===== config.mk =====
export PLATFORM = sky130hd
export DESIGN_NAME = frac_tick_gen
export DESIGN_NICKNAME = d
export VERILOG_FILES = /design/src/rtl/frac_tick_pkg.sv /design/src/rtl/tick_phase_accum.sv /design/src/rtl/tick_down_counter.sv /design/src/rtl/tick_event_counter.sv /design/src/rtl/frac_tick_gen.sv
export SDC_FILE = /design/constraint.sdc
export NUM_CORES = 1
export LEC_CHECK = 0
export ABC_AREA = 0
export ABC_CLOCK_PERIOD_IN_PS = 4800
export BUFFER_PORTS_ARGS = -buffer_cell sky130_fd_sc_hd__buf_2
export CORE_MARGIN = 3
export CORE_UTILIZATION = 40
export CTS_BUF_LIST = sky130_fd_sc_hd__clkbuf_8
export CTS_CLUSTER_SIZE = 30
export DETAILED_ROUTE_END_ITERATION = 6
export PLACE_DENSITY = 0.71
export SLEW_MARGIN = 10
export SYNTH_ARGS = -nofsm -noshare
export SYNTH_HDL_FRONTEND = slang
export SYNTH_SLANG_ARGS = --single-unit

===== constraint.sdc =====
create_clock -name clk -period 4.8 [get_ports clk]
set_clock_uncertainty 0.1 [all_clocks]
set_input_delay 0.48 -clock clk [delete_from_list [all_inputs] [get_ports clk]]
set_output_delay 0.48 -clock clk [all_outputs]
set_load 0.05 [all_outputs]

===== src/rtl/frac_tick_pkg.sv =====
`timescale 1ns/1ps
package frac_tick_pkg;
  typedef enum logic {
    TICK_PLAIN = 1'b0,
    TICK_TRIM  = 1'b1
  } tick_mode_e;
endpackage


===== src/rtl/tick_phase_accum.sv =====
`timescale 1ns/1ps
module tick_phase_accum
  import frac_tick_pkg::*;
#(
  parameter int FRAC_W = 16
) (
  input  logic              clk,
  input  logic              rst,
  input  logic              adv_i,
  input  tick_mode_e        mode_i,
  input  logic [FRAC_W-1:0] num_i,
  input  logic [FRAC_W-1:0] den_i,
  output logic              stretch_o
);
  localparam int SUM_W = FRAC_W + 1;

  logic [FRAC_W-1:0] acc_q;
  logic [SUM_W-1:0]  sum;
  logic [SUM_W-1:0]  den_x;
  logic [SUM_W-1:0]  rem;
  logic              wrap;

  always_comb begin
    sum       = {1'b0, acc_q} + {1'b0, num_i};
    den_x     = {1'b0, den_i};
    rem       = sum - den_x;
    wrap      = (mode_i == TICK_TRIM) && (sum >= den_x);
    stretch_o = wrap;
  end

  always_ff @(posedge clk) begin
    if (rst) begin
      acc_q <= '0;
    end else if (adv_i && (mode_i == TICK_TRIM)) begin
      acc_q <= wrap ? rem[FRAC_W-1:0] : sum[FRAC_W-1:0];
    end
  end

  // the phase only moves at a reload
  a_r4_phase_moves_on_reload: assert property (@(posedge clk) disable iff (rst)
    !adv_i |=> $stable(acc_q));

  // a plain-mode reload leaves the phase untouched
  a_r3_phase_held_plain: assert property (@(posedge clk) disable iff (rst)
    (adv_i && (mode_i == TICK_PLAIN)) |=> $stable(acc_q));

  // the phase stays below the modulus (input assumption: den not lowered without reset)
  a_r4_phase_below_den: assert property (@(posedge clk) disable iff (rst)
    (adv_i && (mode_i == TICK_TRIM)) |=> (acc_q < $past(den_i)));
endmodule


===== src/rtl/tick_down_counter.sv =====
`timescale 1ns/1ps
module tick_down_counter #(
  parameter int CNT_W = 16
) (
  input  logic             clk,
  input  logic             rst,
  input  logic             en_i,
  input  logic [CNT_W-1:0] base_i,
  input  logic             stretch_i,
  output logic             expire_o
);
  localparam logic [CNT_W-1:0] ONE = CNT_W'(1);

  logic [CNT_W-1:0] remain_q;

  always_comb expire_o = en_i && (remain_q == '0);

  always_ff @(posedge clk) begin
    if (rst) begin
      remain_q <= base_i - ONE;
    end else if (expire_o) begin
      remain_q <= stretch_i ? base_i : (base_i - ONE);
    end else if (en_i) begin
      remain_q <= remain_q - ONE;
    end
  end

  // no movement while disabled
  a_r7_freeze_when_off: assert property (@(posedge clk) disable iff (rst)
    !en_i |=> $stable(remain_q));

  // a reload picks base or base+1 cycles only
  a_r4_reload_two_lengths: assert property (@(posedge clk) disable iff (rst)
    expire_o |=> ((remain_q == $past(base_i)) || (remain_q == ($past(base_i) - ONE))));

  // between reloads the count never climbs, whatever base_i does
  a_r6_no_midtick_reload: assert property (@(posedge clk) disable iff (rst)
    !expire_o |=> (remain_q <= $past(remain_q)));
endmodule


===== src/rtl/tick_event_counter.sv =====
`timescale 1ns/1ps
module tick_event_counter #(
  parameter int TCNT_W = 32
) (
  input  logic              clk,
  input  logic              rst,
  input  logic              hit_i,
  output logic              tick_o,
  output logic [TCNT_W-1:0] count_o
);
  always_ff @(posedge clk) begin
    if (rst) begin
      tick_o  <= 1'b0;
      count_o <= '0;
    end else begin
      tick_o <= hit_i;
      if (hit_i) count_o <= count_o + TCNT_W'(1);
    end
  end
endmodule


===== src/rtl/frac_tick_gen.sv =====
`timescale 1ns/1ps
module frac_tick_gen
  import frac_tick_pkg::*;
#(
  parameter int CNT_W  = 16,
  parameter int FRAC_W = 16,
  parameter int TCNT_W = 32
) (
  input  logic              clk,
  input  logic              rst,
  input  logic              en_i,
  input  logic              mode_i,
  input  logic [CNT_W-1:0]  base_i,
  input  logic [FRAC_W-1:0] frac_num_i,
  input  logic [FRAC_W-1:0] frac_den_i,
  output logic              tick_o,
  output logic [TCNT_W-1:0] tick_count_o
);
  tick_mode_e mode_e;
  logic       reload;
  logic       stretch;

  always_comb mode_e = tick_mode_e'(mode_i);

  tick_phase_accum #(.FRAC_W(FRAC_W)) phase_i (
    .clk      (clk),
    .rst      (rst),
    .adv_i    (reload),
    .mode_i   (mode_e),
    .num_i    (frac_num_i),
    .den_i    (frac_den_i),
    .stretch_o(stretch)
  );

  tick_down_counter #(.CNT_W(CNT_W)) cdown_i (
    .clk      (clk),
    .rst      (rst),
    .en_i     (en_i),
    .base_i   (base_i),
    .stretch_i(stretch),
    .expire_o (reload)
  );

  tick_event_counter #(.TCNT_W(TCNT_W)) events_i (
    .clk    (clk),
    .rst    (rst),
    .hit_i  (reload),
    .tick_o (tick_o),
    .count_o(tick_count_o)
  );

  // single-cycle pulse (input assumption: base_i >= 2)
  a_r2_single_pulse: assert property (@(posedge clk) disable iff (rst)
    tick_o |=> !tick_o);

  // the count steps by one exactly with each pulse
  a_r2_count_tracks_pulse: assert property (@(posedge clk) disable iff (rst)
    tick_o |-> (tick_count_o == $past(tick_count_o) + TCNT_W'(1)));

  a_r2_count_still_without_pulse: assert property (@(posedge clk) disable iff (rst)
    !tick_o |-> $stable(tick_count_o));

  // disabled cycles produce no pulse
  a_r7_no_tick_when_off: assert property (@(posedge clk) disable iff (rst)
    !en_i |=> !tick_o);
endmodule


# Word-level counts from Yosys, hierarchy flattened
# Index checks and enable logic that the tools add are counted.
# word_totals
regBits	65
in_bits	52
out_inout_bits	33
wordCells	20
# op_classes
add_sub_neg	5
n_lt_le_gt_ge	1
n_mux	5
reduce_logical	5
# ops
op	n
$mux 16	5
$add 32x1->32 const B	1
$sub 16x1->16 const B	2
$add 16x16->17	1
$ge 17x16->1	1
$logic_not 16->1	1
$sub 16x16->16	1
$logic_and 1x1->1	3
$reduce_bool 3->1	1

# Logic depth before layout (Yosys ltp)
# logic_depth
depth_word	6
ltp_mapped	18
ltp_nobuf	17

# Modules after synthesis
# A second synthesis with hierarchy kept.
# unflattened
cells_unflattened	646
hier_area_um2	5287.6
# modules_own_cells
mod	instances	cells_per_inst	area_per_inst_um2	seq_area_each_um2
tick_phase_accum	1	300	2255.9	320.3
tick_event_counter	1	183	1590.3	660.6
tick_down_counter	1	163	1441.4	480.5

# Least setup slack after synthesis
# OpenSTA, ideal clock, no wires.
# synth_timing
path_kind	input port to flip-flop
start	in frac_num_i[1]
end	reg cdown_i.remain_q[14], data pin
arrival_time_ps	4287
t_required_ps	4438
setup_slack_ps	151
cell_stages	17
n_path_buf	1
cell_sequence	ha_1 > a211oi_1 > o21ai_0 > a31oi_1 > o21bai_1 > a2111oi_0 > o31ai_1 > and2_1 > ha_1 > a211oi_1 > o211ai_1 > nor4_1 > a31oi_1 > o21ai_0 > clkbuf_1 > o21ai_0 > o32a_2
# synth_via
elab_chain_cells	6
# synth_rtl
element	line	source
start: declaration	frac_tick_gen.sv:14	input logic [FRAC_W-1:0] frac_num_i,
$add 16x16->17	tick_phase_accum.sv:24	sum = {1'b0, acc_q} + {1'b0, num_i};
$ge 17x16->1	tick_phase_accum.sv:27	wrap = (mode_i == TICK_TRIM) && (sum >= den_x);
$logic_and 1x1->1	tick_phase_accum.sv:27	
$mux 16	tick_down_counter.sv:22	remain_q <= stretch_i ? base_i : (base_i - ONE);
$mux 16	tick_down_counter.sv:21	end else if (expire_o) begin
$mux 16	tick_down_counter.sv:19	if (rst) begin
end signal: assignment	tick_down_counter.sv:20	remain_q <= base_i - ONE;
end signal: assignment	tick_down_counter.sv:22	
end signal: assignment	tick_down_counter.sv:24	remain_q <= remain_q - ONE;
end: declaration	tick_down_counter.sv:14	logic [CNT_W-1:0] remain_q;
# Every way passes these cells.
# A chain may end at the register's enable or synchronous reset.

# Worst setup path in the final report
# layout_timing
start	reg phase_i.acc_q[1]
end	reg cdown_i.remain_q[14], data pin
# layout_via
elab_chain_cells	6
# layout_rtl
element	line	source
start: declaration	tick_phase_accum.sv:17	logic [FRAC_W-1:0] acc_q;
start signal: assignment	tick_phase_accum.sv:35	acc_q <= wrap ? rem[FRAC_W-1:0] : sum[FRAC_W-1:0];
$add 16x16->17	tick_phase_accum.sv:24	
$ge 17x16->1	tick_phase_accum.sv:27	
$logic_and 1x1->1	tick_phase_accum.sv:27	
$mux 16	tick_down_counter.sv:22	
$mux 16	tick_down_counter.sv:21	
$mux 16	tick_down_counter.sv:19	
# Every way passes these cells.

==> summary.txt <==
Worst setup path
  • Worst path max stage delay: around 0.41 ns
  • Crit-path max FO: 11
  • Worst EP required: just under 5 ns
  • Delay-heaviest family, CP: compound AO/OA/AOI/OAI gates
  • Crit path launch type: flip-flop
  • Cell Chain, Critical Path: ha_1 -> a211oi_2 -> o21ai_0 -> a31oi_1 -> o21bai_2 -> a2111oi_2 -> o31ai_1 -> and2_1 -> ha_1 -> a211oi_1 -> o211ai_1 -> nor4_1 -> a31oi_2 -> o21ai_0 -> buf_4 -> o21ai_0 -> o32a_2
  • Reg-to-reg setup timing slack: between 0.2 and 0.3 ns
  • R2R Path End: cdown_i.remain_q[14]$_DFFE_PP_
  • Worst R2R Path Depth: 17
  • Slowest CP cell: a2111oi_2
  • Critical R2R Launch: phase_i.acc_q[1]$_SDFFE_PP0P_
  • CP Data Arrival Time: about 4.6 ns
  • Crit path kind: reg2reg
  • Bufs and invs on worst path: 1
  • CP Capture Type: flip-flop
  • CP most frequent cell: o21ai_0

STA
  • Slew Limit Fails: 0
  • Worst-Margin Slew: 0.864 ns
  • Fmax: 0.221 GHz
  • Post-route setup slack: between 0.2 and 0.3 ns
  • Final setup fails: 0
  • Slew HR: 0.423
  • RSZ-0062 raised after global routing: no
  • Fin crit share: 0.943
  • Setup TNS: 0 ns
  • Final Hold Fails: 0
  • Crit path time final: roughly 4.5 ns

Pwr
  • Clk pwr share: 0.379
  • Leakage power: 0.00255 µW
  • Pint: 1010 µW
  • Sequential share of power: 0.420
  • Combinational group share of total power: 0.201
  • Pwr Density: 240 nW/µm²
  • Sw Ratio: 0.293
  • VDD IR max: around 0.12 mV
  • Switch Pwr: 416 µW
  • Tot Pwr: around 1400 µW

Global route
  • Vias in the first global route: about 4700
  • Grt ovf: 0
  • Initial antenna violation count: 0
  • GRT Total Usage: 0.194
  • First-pass GRT wire length: about 22000 µm
  • Largest net degree at the start of global routing: between 50 and 60

Worst hold path
  • HP Class: in2reg
  • Worst Hold Endpoint: cdown_i.remain_q[12]$_DFFE_PP_
  • Worst Hold Depth: 2
  • HP Start: base_i[12]

Flow run
  • Max-cap violations: 0

Placement
  • Placer Congestion: between 0.9 and 1
  • Pre-CTS setup slack: -0.187 ns
  • Placed Cells: 876
  • DP HPWL: ~10000 µm
  • Port Buffers: 84

Synthesis
  • Synth Area in Adders: 0.0951
  • Cell Area, Synth: around 5000 µm²
  • YS warnings: 0
  • Syn Nets: about 720
  • Register area share after synthesis: 0.291
  • Dominant synthesized flop cell: dfxtp_1
  • Post-synth EDFFs: 16
  • Compound-Gate Fraction of Synth Area: 0.201
  • Avg Inst Size Synth: around 8 µm²
  • Yosys cell types: between 60 and 70
  • Synth Area in Simple Gates: 0.243
  • Main combinational cell family by area after synthesis: simple AND/OR/NAND/NOR gates
  • Area share of xor/xnor cells in the synthesized design: 0.103
  • Share of flip-flops with an asynchronous set or reset: 0
  • Mux share of post-synthesis cell area: 0.0262
  • Post-synthesis cell count: 627
  • Synthesized flop and latch total: 65

Routing
  • Drt drc: 0
  • Count of TritonRoute iterations in the first routing pass: 5
  • Vias: roughly 5000
  • Antenna Nets Post-Route: 0
  • DR vias/cell: approximately 5.6
  • Initial DRC count: around 310
  • Total routed wirelength: 13400 µm
  • Routed length per placed instance: approximately 15 µm

Clock network
  • CTS Root Cell: clkbuf_8
  • H-tree levels: 3
  • Worst-Skew Late Latency: about 0.37 ns
  • Clk slew on worst S/H paths: around 0.080 ns
  • Clock tree buffer depth: 2
  • CTS Buf Count: 9
  • CTS tree: built
  • Clk sinks: between 60 and 70

Floorplan
  • Core Box Area: 12200 µm²
  • # IOs: 85
  • Die area: between 10000 and 15000 µm²
  • Die Wd: between 100 and 150 µm
  • Initial Util: 0.413
  • # rows: 40
  • Die height: 118 µm

Layout
  • Commonest non-fill, non-tap cell in the layout: buf_2
  • Area growth from synthesis to layout: 18.3%
  • Share of layout cells above drive strength 1: 0.188
  • Final core occ: 0.488
  • Filler cells: roughly 1200
  • Finished Layout Cells: a little under 900
  • Reg area: ~1500 µm²
  • ANT cells: 0
  • Area of the multi-input gates: between 3000 and 4000 µm²
  • Most frequent cells in the layout: 84 x buf_2, 69 x nor2_1, 55 x nand2_1
  • NumNets Final: around 810

Outcome
  • Outcome: finished, final reports clean
-- cells by family after synthesis --
logic type | Yosys count
XOR/XNOR | 59
adder cells (fa/ha/maj) | 37
AND/OR/NAND/NOR | 243
AO/OA/AOI/OAI | 158
buffers and inverters | 52
flip-flops | 65
multiplexers | 13
-- worst reg2reg max path, delay by kind of cell, from the launching register on --
kind / cells / cell delay (ns)
AOI/OAI and AO/OA: 12 / 2.53
adders and majority gates: 2 / 0.55
buffers and inverters: 1 / 0.22
DFF: 1 / 0.38
and+or+nand+nor: 2 / 0.49
-- through the flow --
stage                     hold WS, ns  cell area [µm²]
after floorplan                 0.345             5020
after global placement          0.368             5700
after detailed placement        0.382             5700
after CTS                       0.325             5920
after global routing            0.326             5940
final                           0.362             5940
-- state kept, by name (all words and copies together) (netlist names) --
register	count
phase_i.acc_q	16
events_i.count_o	32
events_i.tick_o	1
cdown_i.remain_q	16
-- repair_timing --
| item | in CTS | in global routing |
|---|---|---|
| gates resized for setup | 0 | 5 |
| endpoints found under the hold margin | 0 | 0 |
| hold buffers | 0 | 0 |
| endpoints found under the setup margin | 0 | 32 |
| setup buffers | 0 | 0 |
-- metal layers --
layer | track usage | up-vias | share of wire
li1 | - | 2480 | -
met1 | 0.248 | 2311 | 0.44
met2 | 0.329 | 160 | 0.48
met3 | 0.0538 | 13 | 0.070
met4 | 0.0359 | 0 | 0.0091
met5 | 0 | - | 0
-- worst max path at each step --
stage                                        startpoint                             end  slack [ns]  cells past startpoint
final                     phase_i.acc_q[1]$_SDFFE_PP0P_  cdown_i.remain_q[14]$_DFFE_PP_        0.28                     17
after global routing      phase_i.acc_q[1]$_SDFFE_PP0P_   cdown_i.remain_q[6]$_DFFE_PP_       0.006                     17
after CTS                 phase_i.acc_q[1]$_SDFFE_PP0P_  cdown_i.remain_q[14]$_DFFE_PP_        0.06                     17
after detailed placement                  frac_num_i[1]  cdown_i.remain_q[14]$_DFFE_PP_       -0.19                     18
after global placement                    frac_num_i[1]  cdown_i.remain_q[14]$_DFFE_PP_        0.06                     18
after floorplan                           frac_num_i[1]  cdown_i.remain_q[14]$_DFFE_PP_        0.15                     17
-- layout make-up --
type | count | share of cell area
sequential | 65 | 0.246
multi-input combinational | 510 | 0.568
timing repair buffer | 101 | 0.0922
clock inverter | 7 | 0.0168
inverter | 32 | 0.0202
clock buffer | 9 | 0.0209
tap | 168 | 0.0354
-- cells in the mapped netlist, types with 3 or more instances --
cell type,count,share of area
or2_2,4,0.0050
nor2_1,69,0.052
a21oi_1,49,0.049
nor3_1,26,0.026
nand4_1,10,0.012
nor4_1,6,0.0075
or3_1,17,0.021
and3_1,14,0.017
o21bai_1,3,0.0045
nand3_1,15,0.015
or4_1,4,0.0060
xor2_1,29,0.051
o21ai_0,35,0.035
o22ai_1,6,0.0075
a21o_1,8,0.012
edfxtp_1,16,0.096
buf_2,3,0.0030
a211oi_1,10,0.015
a31oi_1,4,0.0050
mux2i_1,12,0.024
o211ai_1,6,0.0090
inv_1,32,0.024
clkbuf_1,15,0.011
a221oi_1,3,0.0052
o31ai_1,7,0.010
nand2_1,55,0.041
ha_1,35,0.087
xnor2_1,30,0.052
and4_1,4,0.0070
and2_1,3,0.0037
o41ai_1,3,0.0052
dfxtp_1,49,0.20
nand2b_1,4,0.0050
-- power by group through the flow --
stage / logic, µW / clock network (µW) / registers [µW]
CTS: 283 / 555 / 597
floorplan: 197 / 0 / 605
detailed placement: 280 / 0 / 609
global placement: 275 / 0 / 609
finish: 287 / 539 / 597
global route: 320 / 582 / 600
Note: power is estimated with default switching activity, not from simulation.
